$ cat src/rtl/lic_pkg.sv
package lic_pkg;
    typedef logic [2:0] lvl_t;
    localparam lvl_t LVL_OFF = 3'b111;

    typedef struct packed {
        logic req;
        lvl_t lvl;
    } edge_src_t;

    typedef struct packed {
        lvl_t lvl;
    } grp_src_t;

    typedef struct packed {
        lvl_t mask;
        logic irq;
    } gate_t;
endpackage

$ cat src/rtl/lic_source.sv
module lic_source
    import lic_pkg::*;
#(
    parameter bit GROUPED = 1'b0,
    parameter int GW      = 3
) (
    input  logic          clk,
    input  logic          rst_n,
    input  logic          evt,
    input  logic [GW-1:0] lines,
    input  logic          wr_en,
    input  logic          wr_req,
    input  lvl_t          wr_lvl,
    input  logic          vclr,
    output logic          req,
    output lvl_t          lvl
);
    generate
        if (GROUPED) begin : g_grp
            grp_src_t st_d, st_q;

            always_comb begin
                st_d = st_q;
                if (wr_en) st_d.lvl = wr_lvl;
            end

            always_ff @(posedge clk or negedge rst_n) begin
                if (!rst_n) st_q <= '{lvl: LVL_OFF};
                else        st_q <= st_d;
            end

            assign req = |lines;
            assign lvl = st_q.lvl;

            logic unused_grp;
            assign unused_grp = ^{evt, wr_req, vclr};
        end else begin : g_edge
            edge_src_t st_d, st_q;

            always_comb begin
                st_d = st_q;
                if (wr_en) begin
                    st_d.lvl = wr_lvl;
                    st_d.req = wr_req;
                end
                if (vclr) st_d.req = 1'b0;
                if (evt)  st_d.req = 1'b1;
            end

            always_ff @(posedge clk or negedge rst_n) begin
                if (!rst_n) st_q <= '{req: 1'b0, lvl: LVL_OFF};
                else        st_q <= st_d;
            end

            assign req = st_q.req;
            assign lvl = st_q.lvl;

            logic unused_edge;
            assign unused_edge = ^lines;

            // an event pulse always leaves the flop set
            p_evt_sets_r6: assert property (@(posedge clk) disable iff (!rst_n)
                evt |=> req);
            // a vector clear without a competing event empties the flop
            p_vclr_r9: assert property (@(posedge clk) disable iff (!rst_n)
                (vclr && !evt && !wr_en) |=> !req);
        end
    endgenerate
endmodule

$ cat src/rtl/lic_resolver.sv
module lic_resolver
    import lic_pkg::*;
#(
    parameter int NSRC  = 8,
    parameter int IDX_W = 3
) (
    input  logic [NSRC-1:0]       req,
    input  lvl_t [NSRC-1:0]       lvl,
    output logic                  win_valid,
    output logic [IDX_W-1:0]      win_idx,
    output lvl_t                  win_lvl
);
    logic [NSRC-1:0] elig;

    generate
        for (genvar i = 0; i < NSRC; i++) begin : g_elig
            assign elig[i] = req[i] && (lvl[i] != LVL_OFF);
        end
    endgenerate

    // Scan from index 0 upward; strict less-than keeps the lower index on ties.
    always_comb begin
        win_valid = 1'b0;
        win_idx   = '0;
        win_lvl   = LVL_OFF;
        for (int i = 0; i < NSRC; i++) begin
            if (elig[i] && (!win_valid || lvl[i] < win_lvl)) begin
                win_valid = 1'b1;
                win_idx   = IDX_W'(i);
                win_lvl   = lvl[i];
            end
        end
    end
endmodule

$ cat src/rtl/lic_irq_gate.sv
module lic_irq_gate
    import lic_pkg::*;
(
    input  logic clk,
    input  logic rst_n,
    input  logic win_valid,
    input  lvl_t win_lvl,
    input  logic mask_wr,
    input  lvl_t mask_wdata,
    input  logic vec_rd,
    output lvl_t mask,
    output logic accept,
    output logic cpu_irq
);
    gate_t st_d, st_q;
    logic  clr;

    assign accept = win_valid && (st_q.mask > win_lvl);
    assign clr    = vec_rd || mask_wr;

    always_comb begin
        st_d = st_q;
        if (mask_wr) st_d.mask = mask_wdata;
        if (clr)     st_d.irq  = 1'b0;
        else         st_d.irq  = st_q.irq || accept;
    end

    always_ff @(posedge clk or negedge rst_n) begin
        if (!rst_n) st_q <= '{mask: 3'b000, irq: 1'b0};
        else        st_q <= st_d;
    end

    assign mask    = st_q.mask;
    assign cpu_irq = st_q.irq;

    // a vector read or mask write drops the request
    p_irq_clear_r8: assert property (@(posedge clk) disable iff (!rst_n)
        clr |=> !cpu_irq);
    // without a clear the request is held
    p_irq_hold_r8: assert property (@(posedge clk) disable iff (!rst_n)
        (cpu_irq && !clr) |=> cpu_irq);
    // an accepted winner raises the request
    p_irq_set_r3: assert property (@(posedge clk) disable iff (!rst_n)
        (accept && !clr) |=> cpu_irq);
    // the request only rises after an accepted winner
    p_irq_cause_r3: assert property (@(posedge clk) disable iff (!rst_n)
        $rose(cpu_irq) |-> $past(accept));
endmodule

$ cat src/rtl/lvl_irq_ctrl.sv
module lvl_irq_ctrl
    import lic_pkg::*;
#(
    parameter int                     NUM_PAIRS   = 4,
    parameter int                     GW          = 3,
    parameter int                     AW          = 4,
    parameter logic [2*NUM_PAIRS-1:0] GROUPED_MAP = 8'hC0
) (
    input  logic                      clk,
    input  logic                      rst_n,
    input  logic                      bus_sel,
    input  logic                      bus_we,
    input  logic [AW-1:0]             bus_addr,
    input  logic [15:0]               bus_wdata,
    output logic [15:0]               bus_rdata,
    input  logic [2*NUM_PAIRS-1:0]    edge_evt,
    input  logic [2*NUM_PAIRS*GW-1:0] grp_lines,
    output logic                      cpu_irq
);
    localparam int            NSRC      = 2 * NUM_PAIRS;
    localparam int            IDX_W     = (NSRC > 1) ? $clog2(NSRC) : 1;
    localparam logic [AW-1:0] MASK_ADDR = AW'(NUM_PAIRS);
    localparam logic [AW-1:0] VEC_ADDR  = AW'(NUM_PAIRS + 1);

    logic [NSRC-1:0]   src_req;
    lvl_t [NSRC-1:0]   src_lvl;
    logic [NSRC-1:0]   src_vclr;
    logic [NUM_PAIRS-1:0] pair_wr;
    logic              win_valid;
    logic [IDX_W-1:0]  win_idx;
    lvl_t              win_lvl;
    lvl_t              mask;
    logic              accept;
    logic              mask_wr;
    logic              vec_rd;
    logic              rd_en;

    assign rd_en   = bus_sel && !bus_we;
    assign mask_wr = bus_sel && bus_we && (bus_addr == MASK_ADDR);
    assign vec_rd  = rd_en && (bus_addr == VEC_ADDR);

    generate
        for (genvar p = 0; p < NUM_PAIRS; p++) begin : g_pair
            assign pair_wr[p] = bus_sel && bus_we && (bus_addr == AW'(p));
        end

        for (genvar i = 0; i < NSRC; i++) begin : g_src
            localparam int LO = (i % 2) * 8;
            assign src_vclr[i] = vec_rd && win_valid && (win_idx == IDX_W'(i));
            lic_source #(
                .GROUPED (GROUPED_MAP[i]),
                .GW      (GW)
            ) u_src (
                .clk    (clk),
                .rst_n  (rst_n),
                .evt    (edge_evt[i]),
                .lines  (grp_lines[i*GW +: GW]),
                .wr_en  (pair_wr[i/2]),
                .wr_req (bus_wdata[LO+3]),
                .wr_lvl (bus_wdata[LO+7 -: 3]),
                .vclr   (src_vclr[i]),
                .req    (src_req[i]),
                .lvl    (src_lvl[i])
            );
        end
    endgenerate

    lic_resolver #(
        .NSRC  (NSRC),
        .IDX_W (IDX_W)
    ) u_res (
        .req       (src_req),
        .lvl       (src_lvl),
        .win_valid (win_valid),
        .win_idx   (win_idx),
        .win_lvl   (win_lvl)
    );

    lic_irq_gate u_gate (
        .clk        (clk),
        .rst_n      (rst_n),
        .win_valid  (win_valid),
        .win_lvl    (win_lvl),
        .mask_wr    (mask_wr),
        .mask_wdata (bus_wdata[2:0]),
        .vec_rd     (vec_rd),
        .mask       (mask),
        .accept     (accept),
        .cpu_irq    (cpu_irq)
    );

    always_comb begin
        bus_rdata = '0;
        if (rd_en) begin
            for (int p = 0; p < NUM_PAIRS; p++) begin
                if (bus_addr == AW'(p)) begin
                    bus_rdata[3]     = src_req[2*p];
                    bus_rdata[7:5]   = src_lvl[2*p];
                    bus_rdata[11]    = src_req[2*p+1];
                    bus_rdata[15:13] = src_lvl[2*p+1];
                end
            end
            if (bus_addr == MASK_ADDR) bus_rdata[2:0] = mask;
            if (bus_addr == VEC_ADDR && win_valid) begin
                bus_rdata[15]        = 1'b1;
                bus_rdata[IDX_W-1:0] = win_idx;
            end
        end
    end

    logic unused_wdata;
    assign unused_wdata = ^{bus_wdata[12], bus_wdata[10:8], bus_wdata[4]};

    // a disabled level never wins
    p_win_enabled_r2: assert property (@(posedge clk) disable iff (!rst_n)
        win_valid |-> (win_lvl != LVL_OFF));
    // the winner is a pending source carrying the reported level
    p_win_pending_r4: assert property (@(posedge clk) disable iff (!rst_n)
        win_valid |-> (src_req[win_idx] && src_lvl[win_idx] == win_lvl));
endmodule

$ cat config.mk
export PLATFORM = sky130hd
export DESIGN_NAME = lvl_irq_ctrl
export DESIGN_NICKNAME = d
export VERILOG_FILES = /design/src/rtl/lic_pkg.sv /design/src/rtl/lic_source.sv /design/src/rtl/lic_resolver.sv /design/src/rtl/lic_irq_gate.sv /design/src/rtl/lvl_irq_ctrl.sv
export SDC_FILE = /design/constraint.sdc
export NUM_CORES = 1
export LEC_CHECK = 0
export ABC_AREA = 1
export ABC_CLOCK_PERIOD_IN_PS = 23800
export CAP_MARGIN = 20
export CORE_MARGIN = 1.5
export CORE_UTILIZATION = 57
export CTS_BUF_LIST = sky130_fd_sc_hd__clkbuf_8
export DETAILED_ROUTE_END_ITERATION = 8
export PLACE_DENSITY_LB_ADDON = 0.15
export SETUP_SLACK_MARGIN = 0.3
export SKIP_CTS_REPAIR_TIMING = 1
export SYNTH_ARGS = -nofsm -noshare
export SYNTH_HDL_FRONTEND = slang
export SYNTH_HIERARCHICAL = 1
export SYNTH_SLANG_ARGS = --single-unit
$ cat constraint.sdc
create_clock -name clk -period 23.8 [get_ports clk]
set_input_delay 7.14 -clock clk [delete_from_list [all_inputs] [get_ports clk]]
set_output_delay 7.14 -clock clk [all_outputs]
set_load 0.01 [all_outputs]
==> impl_metrics.prom, run 1 <==
# TYPE chip_impl_metric gauge
chip_impl_info{name="run_status",value="complete, no violations"} 1
chip_impl_metric{name="grt_start_max_net_pins",unit=""} 35
chip_impl_metric{name="die_w",unit="um"} 77.5
chip_impl_metric{name="wl_per_cell",unit="um"} 13.3
chip_impl_metric{name="synthCells",unit=""} 521
chip_impl_metric{name="max_slew.worst_pin.slew",unit="ns"} 0.879
chip_impl_info{name="clock-root-buffer",value="clkbuf_8"} 1
chip_impl_metric{name="clk-insertion-delay-late",unit="ns"} 0.29
chip_impl_metric{name="max_freq",unit="MHz"} 59.1
chip_impl_info{name="worstHoldPathType",value="reg -> reg"} 1
chip_impl_metric{name="timing.critical_path.required",unit="ns"} 16.66
chip_impl_info{name="layout_commonest_cell",value="nand2_1"} 1
chip_impl_metric{name="finClkSkew",unit="ns"} 0.00455
chip_impl_metric{name="met1_track_demand_over_resource",unit=""} 0.383
chip_impl_metric{name="place_congestion",unit=""} 0.947
chip_impl_metric{name="detailroute.via_count",unit=""} 3300
chip_impl_metric{name="finalSetupViolations",unit=""} 0
chip_impl_metric{name="clk_transition_reported_paths",unit="ns"} 0.07
chip_impl_metric{name="gr-usage-all-layers",unit=""} 0.294
chip_impl_metric{name="antenna_violations_before_repair",unit=""} 0
chip_impl_metric{name="global_route.overflow_total",unit=""} 0
chip_impl_metric{name="num_rows",unit=""} 26
chip_impl_info{name="tritoncts",value="done"} 1
chip_impl_info{name="worstSetupStartpointType",value="input port"} 1
chip_impl_metric{name="ios",unit=""} 73
chip_impl_metric{name="clock_path_buffers",unit=""} 2
chip_impl_metric{name="floorplan.core_area",unit="um^2"} 5240
chip_impl_metric{name="antenna_cells_inserted",unit=""} 0
chip_impl_metric{name="period_share",unit=""} 0.711
chip_impl_metric{name="initial_core_util",unit=""} 0.605
chip_impl_metric{name="area.growth.synth_to_final",unit="%"} 17.9
chip_impl_metric{name="route.final.wire_length",unit="mm"} 8.50
chip_impl_metric{name="grt_pass1_wl",unit="mm"} 13.9
chip_impl_metric{name="power_density",unit="nW/um^2"} 138
chip_impl_metric{name="htree_levels",unit=""} 2
chip_impl_metric{name="report.final.hold_viol_count",unit=""} 0
chip_impl_metric{name="syn_area_per_cell",unit="um^2"} 6.08
chip_impl_metric{name="post-route-cell-area",unit="um^2"} 3730
chip_impl_metric{name="dieHeight",unit="um"} 77.5
chip_impl_metric{name="fillers",unit=""} 465
chip_impl_metric{name="cts.sink_count",unit=""} 34
chip_impl_metric{name="drt_drc_violations_left",unit=""} 0
chip_impl_metric{name="synth.cell_area",unit="um^2"} 3170
chip_impl_metric{name="power",unit="uW"} 517
chip_impl_info{name="layout_common_cells",value="nand2_1 (184), inv_1 (85), nand3_1 (74)"} 1
chip_impl_metric{name="yosysWarningCount",unit=""} 6
chip_impl_metric{name="power.static_leakage",unit="nW"} 1.87
chip_impl_metric{name="viasPerCell",unit=""} 5.18
chip_impl_metric{name="fin_hold_ws",unit="ns"} 0.486
chip_impl_metric{name="1st_iter_drt_viols",unit=""} 226
chip_impl_metric{name="maxSlewViolCount",unit=""} 0
chip_impl_metric{name="max_cap_viols",unit=""} 0
chip_impl_info{name="most_used_routing_layer",value="met2"} 1
chip_impl_info{name="worstSetupPathType",value="in -> out"} 1
chip_impl_metric{name="critPathArrivalTime",unit="ns"} 9.78
chip_impl_metric{name="layout_min_cycle_time",unit="ns"} 16.92
chip_impl_info{name="type_of_element_capturing_the_critical_path",value="primary output"} 1
chip_impl_metric{name="post_layout_nets",unit=""} 635
chip_impl_metric{name="irDropWorstVdd",unit="mV"} 0.120
chip_impl_info{name="rsz0062_at_grt",value="no"} 1
chip_impl_metric{name="timing.critical_path.fanout_max",unit=""} 8
chip_impl_metric{name="timing.setup.tns",unit="ns"} 0
chip_impl_metric{name="max_slew_margin",unit=""} 0.410
chip_impl_metric{name="global_route.usage.met2",unit=""} 0.501
chip_impl_metric{name="cts_made_buffers",unit=""} 5
chip_impl_metric{name="placed_area",unit="um^2"} 3630
chip_impl_metric{name="grt.met3_usage",unit=""} 0.0376
chip_impl_metric{name="die-area",unit="um^2"} 6010
chip_impl_metric{name="drt.antenna.violating_nets",unit=""} 0
chip_impl_metric{name="post_route_cells_drive_above_1_share",unit=""} 0.138
chip_impl_metric{name="buffer_ports.inserted",unit=""} 42
chip_impl_metric{name="number_of_detailed_routing_iterations_run_before_antenna_repair",unit=""} 5
chip_impl_metric{name="grt_pass1_vias",unit=""} 2960
chip_impl_metric{name="dp_hpwl",unit="mm"} 6.72
[state kept, by name (all words and copies together) (netlist names)]
signal           cells
g_src.u_src/lvl     24
g_src.u_src/req      6
u_gate/mask          3
u_gate/cpu_irq       1
[worst max-delay path: stages]
cell	delay [ns]
clkdlybuf4s50_1	0.45
nor2_1	0.04
nand2_1	0.08
nand2_1	0.06
inv_1	0.12
nand2_4	0.10
o21ai_1	0.20
ha_1	0.28
a21oi_1	0.15
nand2_1	0.08
nand2_2	0.10
nand2_4	0.09
nand3_1	0.15
nand2_1	0.08
a21oi_1	0.12
clkdlybuf4s50_1	0.55
[worst paths after layout]
check	startpoint	to	slack, ns	cells after the start
hold / removal	g_src[6].u_src/lvl[0]$_DFFE_PN1P_	g_src[6].u_src/lvl[0]$_DFFE_PN1P_	0.49	2
setup / recovery	grp_lines[19]	bus_rdata[1]	6.88	16
setup reg to reg	g_src[0].u_src/lvl[2]$_DFFE_PN1P_	u_gate/cpu_irq$_DFF_PN0_	15.84	61
min in group asynchronous	rst_n	g_src[2].u_src/req$_DFFE_PN0P_	7.27	2
max in group asynchronous	rst_n	g_src[7].u_src/lvl[1]$_DFFE_PN1P_	16.19	2
hold reg to reg	g_src[6].u_src/lvl[0]$_DFFE_PN1P_	g_src[6].u_src/lvl[0]$_DFFE_PN1P_	0.49	2
[layout make-up]
cell class                 instances  area (um^2)  share of cell area
timing repair buffer              44          435               0.117
clock inverter                     2         8.76             0.00235
multi-input combinational        379         1850               0.497
inverter                         102          383               0.103
sequential                        34          881               0.236
tap                               70         87.6              0.0235
clock buffer                       6         82.6              0.0221
[routing by layer]
metal | up-vias | wire length [um]
met4 | 0 | 186
met1 | 1472 | 3640
met5 | - | 0
met2 | 127 | 4040
li1 | 1685 | -
met3 | 16 | 628
[metrics by stage]
| stage | cells | setup WS [ns] | util |
|---|---|---|---|
| 6_report | 637 | 6.88 | 0.713 |
| 5_1_grt | 637 | 6.59 | 0.713 |
| 4_1_cts | 636 | 6.86 | 0.711 |
| 3_5_place_dp | 628 | 6.87 | 0.694 |
| 3_3_place_gp | 628 | 6.95 | 0.694 |
| 2_1_floorplan | 525 | 8.01 | - |
[power by group]
group	switching (mW)	total, mW	internal [mW]	leakage [nW]
sequential	0.0131	0.0861	0.0730	0.349
clock	0.0211	0.0440	0.0229	0.0524
combinational	0.250	0.386	0.136	1.47
total	0.284	0.517	0.232	1.87
Note: power is estimated with default switching activity, not from simulation.
==> run 2: changes to the inputs <==
--- a/config.mk
+++ b/config.mk
@@ -6,10 +6,10 @@
 export NUM_CORES = 1
 export LEC_CHECK = 0
 export ABC_AREA = 1
-export ABC_CLOCK_PERIOD_IN_PS = 23800
+export ABC_CLOCK_PERIOD_IN_PS = 17300
 export CAP_MARGIN = 20
 export CORE_MARGIN = 1.5
-export CORE_UTILIZATION = 57
+export CORE_UTILIZATION = 53
 export CTS_BUF_LIST = sky130_fd_sc_hd__clkbuf_8
 export DETAILED_ROUTE_END_ITERATION = 8
 export PLACE_DENSITY_LB_ADDON = 0.15
==> constraint.sdc (replaced) <==
create_clock -name clk -period 17.3 [get_ports clk]
set_input_delay 5.19 -clock clk [delete_from_list [all_inputs] [get_ports clk]]
set_output_delay 5.19 -clock clk [all_outputs]
set_load 0.01 [all_outputs]
==> impl_metrics.prom, run 2 (synthesis gave the netlist of run 1 again) <==
# TYPE chip_impl_metric gauge
chip_impl_metric{name="ios",unit=""} 73
chip_impl_metric{name="buffer_ports.inserted",unit=""} 42
chip_impl_metric{name="period_share",unit=""} 0.777
chip_impl_metric{name="number_of_detailed_routing_iterations_run_before_antenna_repair",unit=""} 5
chip_impl_metric{name="layout_min_cycle_time",unit="ns"} 13.45
chip_impl_metric{name="floorplan.core_area",unit="um^2"} 5640
chip_impl_metric{name="timing.critical_path.slowest_cell_delay",unit="ns"} 0.55
chip_impl_metric{name="power_density",unit="nW/um^2"} 194
chip_impl_metric{name="timing.critical_path.fanout_max",unit=""} 8
chip_impl_metric{name="antenna_violations_before_repair",unit=""} 0
chip_impl_metric{name="power.static_leakage",unit="nW"} 1.87
chip_impl_metric{name="maxSlewViolCount",unit=""} 0
chip_impl_info{name="cell_seen_most_often_among_critical_path_stages",value="nand2_1"} 1
chip_impl_metric{name="largest_register_ffs",unit=""} 24
chip_impl_metric{name="clk_transition_reported_paths",unit="ns"} 0.07
chip_impl_metric{name="finalSetupViolations",unit=""} 0
chip_impl_metric{name="dieHeight",unit="um"} 80.3
chip_impl_metric{name="post_route_cells_drive_above_1_share",unit=""} 0.139
chip_impl_metric{name="grt_pass1_wl",unit="mm"} 14.2
chip_impl_metric{name="timing.setup.tns",unit="ns"} 0
chip_impl_info{name="clock-root-buffer",value="clkbuf_8"} 1
chip_impl_metric{name="max_cap_viols",unit=""} 0
chip_impl_metric{name="post-place-ws",unit="ns"} 4.25
chip_impl_info{name="crit_path_start",value="g_src[0].u_src/req$_DFFE_PN0P_"} 1
chip_impl_metric{name="max_slew.worst_pin.slew",unit="ns"} 0.958
chip_impl_metric{name="post_layout_nets",unit=""} 635
chip_impl_info{name="run_status",value="complete, no violations"} 1
chip_impl_metric{name="grt_pass1_vias",unit=""} 3122
chip_impl_metric{name="area.growth.synth_to_final",unit="%"} 18.5
chip_impl_metric{name="met1_track_demand_over_resource",unit=""} 0.354
chip_impl_metric{name="route.final.wire_length",unit="mm"} 8.52
chip_impl_metric{name="max_freq",unit="MHz"} 74.4
chip_impl_metric{name="report.final.hold_viol_count",unit=""} 0
chip_impl_info{name="cp_slowest_cell",value="clkdlybuf4s50_1"} 1
chip_impl_metric{name="place_congestion",unit=""} 0.876
chip_impl_info{name="rsz0062_at_grt",value="no"} 1
chip_impl_metric{name="finClkSkew",unit="ns"} 0.00971
chip_impl_metric{name="dp_hpwl",unit="mm"} 6.66
chip_impl_info{name="layout_common_cells",value="nand2_1 (184), inv_1 (84), nand3_1 (74)"} 1
chip_impl_metric{name="clock_path_buffers",unit=""} 2
chip_impl_info{name="hp-start",value="g_src[5].u_src/lvl[0]$_DFFE_PN1P_"} 1
chip_impl_info{name="most_used_routing_layer",value="met2"} 1
chip_impl_info{name="worstSetupPathType",value="reg -> out"} 1
chip_impl_metric{name="power.sequential.fraction",unit=""} 0.163
chip_impl_metric{name="viasPerCell",unit=""} 5.18
chip_impl_metric{name="die-area",unit="um^2"} 6450
chip_impl_metric{name="die_w",unit="um"} 80.3
chip_impl_metric{name="grt_start_max_net_pins",unit=""} 35
chip_impl_metric{name="grt.met3_usage",unit=""} 0.0682
chip_impl_metric{name="clk-insertion-delay-late",unit="ns"} 0.30
chip_impl_metric{name="max_slew_margin",unit=""} 0.357
chip_impl_metric{name="num_rows",unit=""} 27
chip_impl_info{name="type_of_element_capturing_the_critical_path",value="primary output"} 1
chip_impl_metric{name="power",unit="uW"} 729
chip_impl_metric{name="timing.critical_path.required",unit="ns"} 12.11
chip_impl_metric{name="gr-usage-all-layers",unit=""} 0.289
chip_impl_info{name="layout_commonest_cell",value="nand2_1"} 1
chip_impl_metric{name="cts.sink_count",unit=""} 34
chip_impl_metric{name="setup_ws",unit="ns"} 3.85
chip_impl_info{name="critical_path.reg2reg.startpoint",value="g_src[0].u_src/req$_DFFE_PN0P_"} 1
chip_impl_metric{name="cts_made_buffers",unit=""} 5
chip_impl_metric{name="wl_per_cell",unit="um"} 13.3
chip_impl_metric{name="critPathArrivalTime",unit="ns"} 8.26
chip_impl_metric{name="initial_core_util",unit=""} 0.561
chip_impl_info{name="worstHoldPathType",value="reg -> reg"} 1
chip_impl_metric{name="antenna_cells_inserted",unit=""} 0
chip_impl_metric{name="htree_levels",unit=""} 2
chip_impl_metric{name="global_route.usage.met2",unit=""} 0.497
chip_impl_metric{name="drt_drc_violations_left",unit=""} 0
chip_impl_info{name="tritoncts",value="done"} 1
chip_impl_metric{name="share_of_power_burned_in_the_clock_network",unit=""} 0.096
chip_impl_metric{name="netSwitchingFraction",unit=""} 0.551
chip_impl_metric{name="cellInternalPower",unit="uW"} 327
chip_impl_metric{name="1st_iter_drt_viols",unit=""} 210
chip_impl_metric{name="global_route.overflow_total",unit=""} 0
chip_impl_metric{name="detailroute.via_count",unit=""} 3311
chip_impl_info{name="worstSetupStartpointType",value="flop"} 1
chip_impl_metric{name="irDropWorstVdd",unit="mV"} 0.157
chip_impl_metric{name="total_switching_power",unit="uW"} 402
chip_impl_metric{name="drt.antenna.violating_nets",unit=""} 0
chip_impl_metric{name="pwr-share-comb",unit=""} 0.741
==> run 2: cell count changes in the layout (fill, tap and decap cells not counted), sizes merged <==
cell	before	now
clkbuf	7	9
clkinv	3	2
inv	101	100
==> run 2: power by group through the flow <==
| stage | Clock [mW] | Combinational, mW | Sequential [mW] |
|---|---|---|---|
| after floorplan | 0 | 0.424 | 0.112 |
| after global placement | 0 | 0.506 | 0.119 |
| after detailed placement | 0 | 0.529 | 0.120 |
| after CTS | 0.0711 | 0.531 | 0.119 |
| after global routing | 0.0754 | 0.620 | 0.121 |
| final | 0.0699 | 0.540 | 0.119 |
==> run 2: cell type report <==
| class | count | area (um^2) |
|---|---|---|
| Clock buffer | 8 | 110 |
| Multi-Input combinational cell | 379 | 1850 |
| Timing Repair Buffer | 44 | 435 |
| Inverter | 102 | 383 |
| Fill cell | 525 | 1890 |
| Tap cell | 72 | 90.1 |
| Sequential cell | 34 | 881 |
==> run 2: worst paths after layout <==
| path | slack, ns | end | cells after the start |
|---|---|---|---|
| max reg2reg | 9.36 | u_gate/cpu_irq$_DFF_PN0_ | 64 |
| min | 0.48 | g_src[5].u_src/lvl[0]$_DFFE_PN1P_ | 2 |
| max in group asynchronous | 11.66 | g_src[7].u_src/lvl[0]$_DFFE_PN1P_ | 2 |
| min in group asynchronous | 5.28 | g_src[1].u_src/req$_DFFE_PN0P_ | 2 |
| max | 3.85 | bus_rdata[1] | 57 |
| min reg2reg | 0.48 | g_src[5].u_src/lvl[0]$_DFFE_PN1P_ | 2 |
==> run 2: worst max-delay path: cells and delay by family, from the launching register on <==
family                   cells  cell delay (ns)
AND/OR/NAND/NOR             33             2.63
flip-flops                   1             0.46
buffers and inverters        7             0.86
AO/OA/AOI/OAI               10             1.99
adder cells (fa/ha/maj)      7             2.01
==> run 2: per-layer routing <==
layer,wire length [um],share of wire,up-vias
met5,0,0,-
met4,191,0.022,0
met3,544,0.064,17
met2,4040,0.47,105
met1,3750,0.44,1503
li1,-,-,1686
==> run 2: stage by stage <==
step	instances	hold WS [ns]	util	area, um^2
finish	639	0.484	0.665	3750
detailed placement	630	0.478	0.644	3640
global placement	630	0.475	0.644	3640
floorplan	525	0.455	-	3180
CTS	638	0.488	0.664	3750
global route	639	0.510	0.665	3750
==> run 3: changes to the inputs <==
--- a/config.mk
+++ b/config.mk
@@ -6,10 +6,10 @@
 export NUM_CORES = 1
 export LEC_CHECK = 0
 export ABC_AREA = 1
-export ABC_CLOCK_PERIOD_IN_PS = 17300
+export ABC_CLOCK_PERIOD_IN_PS = 10910
 export CAP_MARGIN = 20
 export CORE_MARGIN = 1.5
-export CORE_UTILIZATION = 53
+export CORE_UTILIZATION = 47
 export CTS_BUF_LIST = sky130_fd_sc_hd__clkbuf_8
 export DETAILED_ROUTE_END_ITERATION = 8
 export PLACE_DENSITY_LB_ADDON = 0.15
==> constraint.sdc (replaced) <==
create_clock -name clk -period 10.91 [get_ports clk]
set_input_delay 3.273 -clock clk [delete_from_list [all_inputs] [get_ports clk]]
set_output_delay 3.273 -clock clk [all_outputs]
set_load 0.01 [all_outputs]
==> impl_metrics.prom, run 3 (synthesis gave the netlist of run 1 again) <==
# TYPE chip_impl_metric gauge
chip_impl_info{name="run_status",value="finished, violations left"} 1
chip_impl_info{name="failed_checks",value="design-rule violations"} 1
chip_impl_metric{name="drt.antenna.violating_nets",unit=""} 0
chip_impl_metric{name="global_route.overflow_total",unit=""} 0
chip_impl_info{name="type_of_element_capturing_the_critical_path",value="primary output"} 1
chip_impl_metric{name="clk_transition_reported_paths",unit="ns"} 0.07
chip_impl_metric{name="antenna_cells_inserted",unit=""} 0
chip_impl_metric{name="gr-usage-all-layers",unit=""} 0.258
chip_impl_metric{name="finClkSkew",unit="ns"} 0.00443
chip_impl_metric{name="1st_iter_drt_viols",unit=""} 292
chip_impl_metric{name="number_of_detailed_routing_iterations_run_before_antenna_repair",unit=""} 6
chip_impl_info{name="worstSetupStartpointType",value="flop"} 1
chip_impl_metric{name="max_cap_viols",unit=""} 0
chip_impl_metric{name="period_share",unit=""} 0.939
chip_impl_metric{name="dp_hpwl",unit="mm"} 6.93
chip_impl_metric{name="power",unit="mW"} 1.81
chip_impl_metric{name="clk-insertion-delay-late",unit="ns"} 0.29
chip_impl_metric{name="post-route-cell-area",unit="um^2"} 4310
chip_impl_metric{name="finalSetupViolations",unit=""} 0
chip_impl_metric{name="die_w",unit="um"} 85.1
chip_impl_info{name="worstSetupPathType",value="reg -> out"} 1
chip_impl_metric{name="antenna_violations_before_repair",unit=""} 0
chip_impl_info{name="hp-start",value="g_src[7].u_src/lvl[0]$_DFFE_PN1P_"} 1
chip_impl_metric{name="max_freq",unit="MHz"} 97.6
chip_impl_metric{name="post_layout_nets",unit=""} 670
chip_impl_metric{name="grt_pass1_wl",unit="mm"} 14.7
chip_impl_metric{name="viasPerCell",unit=""} 5.11
chip_impl_info{name="rsz0062_at_grt",value="yes"} 1
chip_impl_metric{name="die-area",unit="um^2"} 7240
chip_impl_info{name="worstHoldPathType",value="reg -> reg"} 1
chip_impl_metric{name="critPathArrivalTime",unit="ns"} 6.98
chip_impl_info{name="layout_commonest_cell",value="nand2_1"} 1
chip_impl_metric{name="timing.critical_path.fanout_max",unit=""} 7
chip_impl_metric{name="num_rows",unit=""} 29
chip_impl_info{name="tritoncts",value="done"} 1
chip_impl_info{name="layout_common_cells",value="nand2_1 (167), inv_1 (84), nand3_1 (70)"} 1
chip_impl_info{name="critical_path.reg2reg.startpoint",value="g_src[0].u_src/lvl[2]$_DFFE_PN1P_"} 1
chip_impl_metric{name="drt_drc_violations_left",unit=""} 4
chip_impl_metric{name="cts.sink_count",unit=""} 34
chip_impl_metric{name="floorplan.core_area",unit="um^2"} 6420
chip_impl_metric{name="timing.critical_path.slowest_cell_delay",unit="ns"} 0.57
chip_impl_metric{name="ios",unit=""} 73
chip_impl_metric{name="irDropWorstVdd",unit="mV"} 0.186
chip_impl_info{name="cell_seen_most_often_among_critical_path_stages",value="nand2_2"} 1
chip_impl_metric{name="buffer_ports.inserted",unit=""} 42
chip_impl_metric{name="place_congestion",unit=""} 0.901
chip_impl_metric{name="area.growth.synth_to_final",unit="%"} 36.2
chip_impl_info{name="clock-root-buffer",value="clkbuf_8"} 1
chip_impl_metric{name="cts_made_buffers",unit=""} 5
chip_impl_metric{name="htree_levels",unit=""} 2
chip_impl_metric{name="report.final.hold_viol_count",unit=""} 0
chip_impl_metric{name="detailroute.via_count",unit=""} 3471
chip_impl_info{name="cp_slowest_cell",value="dfstp_2"} 1
chip_impl_info{name="crit_path_start",value="g_src[0].u_src/lvl[2]$_DFFE_PN1P_"} 1
chip_impl_metric{name="clock_path_buffers",unit=""} 2
chip_impl_metric{name="grt_pass1_vias",unit=""} 3088
chip_impl_metric{name="initial_core_util",unit=""} 0.493
chip_impl_metric{name="layout_min_cycle_time",unit="ns"} 10.25
chip_impl_metric{name="largest_register_ffs",unit=""} 24
chip_impl_metric{name="power.static_leakage",unit="nW"} 2.13
chip_impl_metric{name="power_density",unit="nW/um^2"} 420
chip_impl_metric{name="route.final.wire_length",unit="mm"} 9.43
chip_impl_metric{name="post_route_cells_drive_above_1_share",unit=""} 0.266
chip_impl_metric{name="dieHeight",unit="um"} 85.1
chip_impl_metric{name="placed_area",unit="um^2"} 3680
chip_impl_metric{name="maxSlewViolCount",unit=""} 0
chip_impl_metric{name="max_slew_margin",unit=""} 0.376
chip_impl_metric{name="grt_start_max_net_pins",unit=""} 35
chip_impl_metric{name="timing.critical_path.required",unit="ns"} 7.64
chip_impl_metric{name="max_slew.worst_pin.slew",unit="ns"} 0.929
chip_impl_metric{name="wl_per_cell",unit="um"} 13.9
-- run 3: cell types whose count changed in the layout (fill, tap and decap cells not counted), sizes merged --
| cell | before | now |
|---|---|---|
| dlymetal6s2s | 0 | 1 |
| clkbuf | 9 | 7 |
| clkinv | 2 | 1 |
| clkdlybuf4s50 | 42 | 39 |
| buf | 1 | 38 |
| inv | 100 | 103 |
-- run 3: through the flow --
step	setup TNS, ns	hold slack, ns	worst slack (ns)	std cells	utilization
5_1_grt	0	0.514	0.209	679	0.672
3_5_place_dp	-0.414	0.475	-0.150	640	0.573
2_1_floorplan	0	0.455	1.22	525	-
4_1_cts	-1.42	0.486	-0.482	648	0.587
6_report	0	0.486	0.661	679	0.672
3_3_place_gp	-0.0325	0.474	-0.0180	640	0.573
-- run 3: worst max-delay path: cells and delay by family (launching register included) --
family          cells  cell delay (ns)
buf+inv             7             0.34
flops               1             0.57
simple gates       38             2.87
compound gates      9             1.10
fa+ha+maj           7             1.78
-- run 3: final timing paths --
| check | cells after the start | slack, ns | endpoint |
|---|---|---|---|
| max reg2reg | 66 | 3.66 | u_gate/cpu_irq$_DFF_PN0_ |
| min | 2 | 0.49 | g_src[7].u_src/lvl[0]$_DFFE_PN1P_ |
| max | 61 | 0.66 | bus_rdata[0] |
| max in group asynchronous | 2 | 7.19 | g_src[6].u_src/lvl[0]$_DFFE_PN1P_ |
| min reg2reg | 2 | 0.49 | g_src[7].u_src/lvl[0]$_DFFE_PN1P_ |
| min in group asynchronous | 2 | 3.38 | g_src[1].u_src/req$_DFFE_PN0P_ |
-- run 3: area by class of cell --
type,instances,area (um^2)
clock buffer,6,82.6
clock inverter,2,8.76
fill,581,2110
inverter,102,383
multi-input combinational,379,2170
sequential,34,881
tap,77,96.3
timing repair buffer,79,692
-- run 3: power breakdown --
group | internal (mW) | switching, mW
sequential | 0.159 | 0.0336
clock | 0.0500 | 0.0483
combinational | 0.705 | 0.818
-- run 3: routing by layer --
layer / wire, um / up-vias / track usage
li1: - / 1759 / -
met1: 4040 / 1584 / 0.343
met2: 4660 / 108 / 0.439
met3: 511 / 20 / 0.0350
met4: 215 / 0 / 0.0730
met5: 0 / - / 0
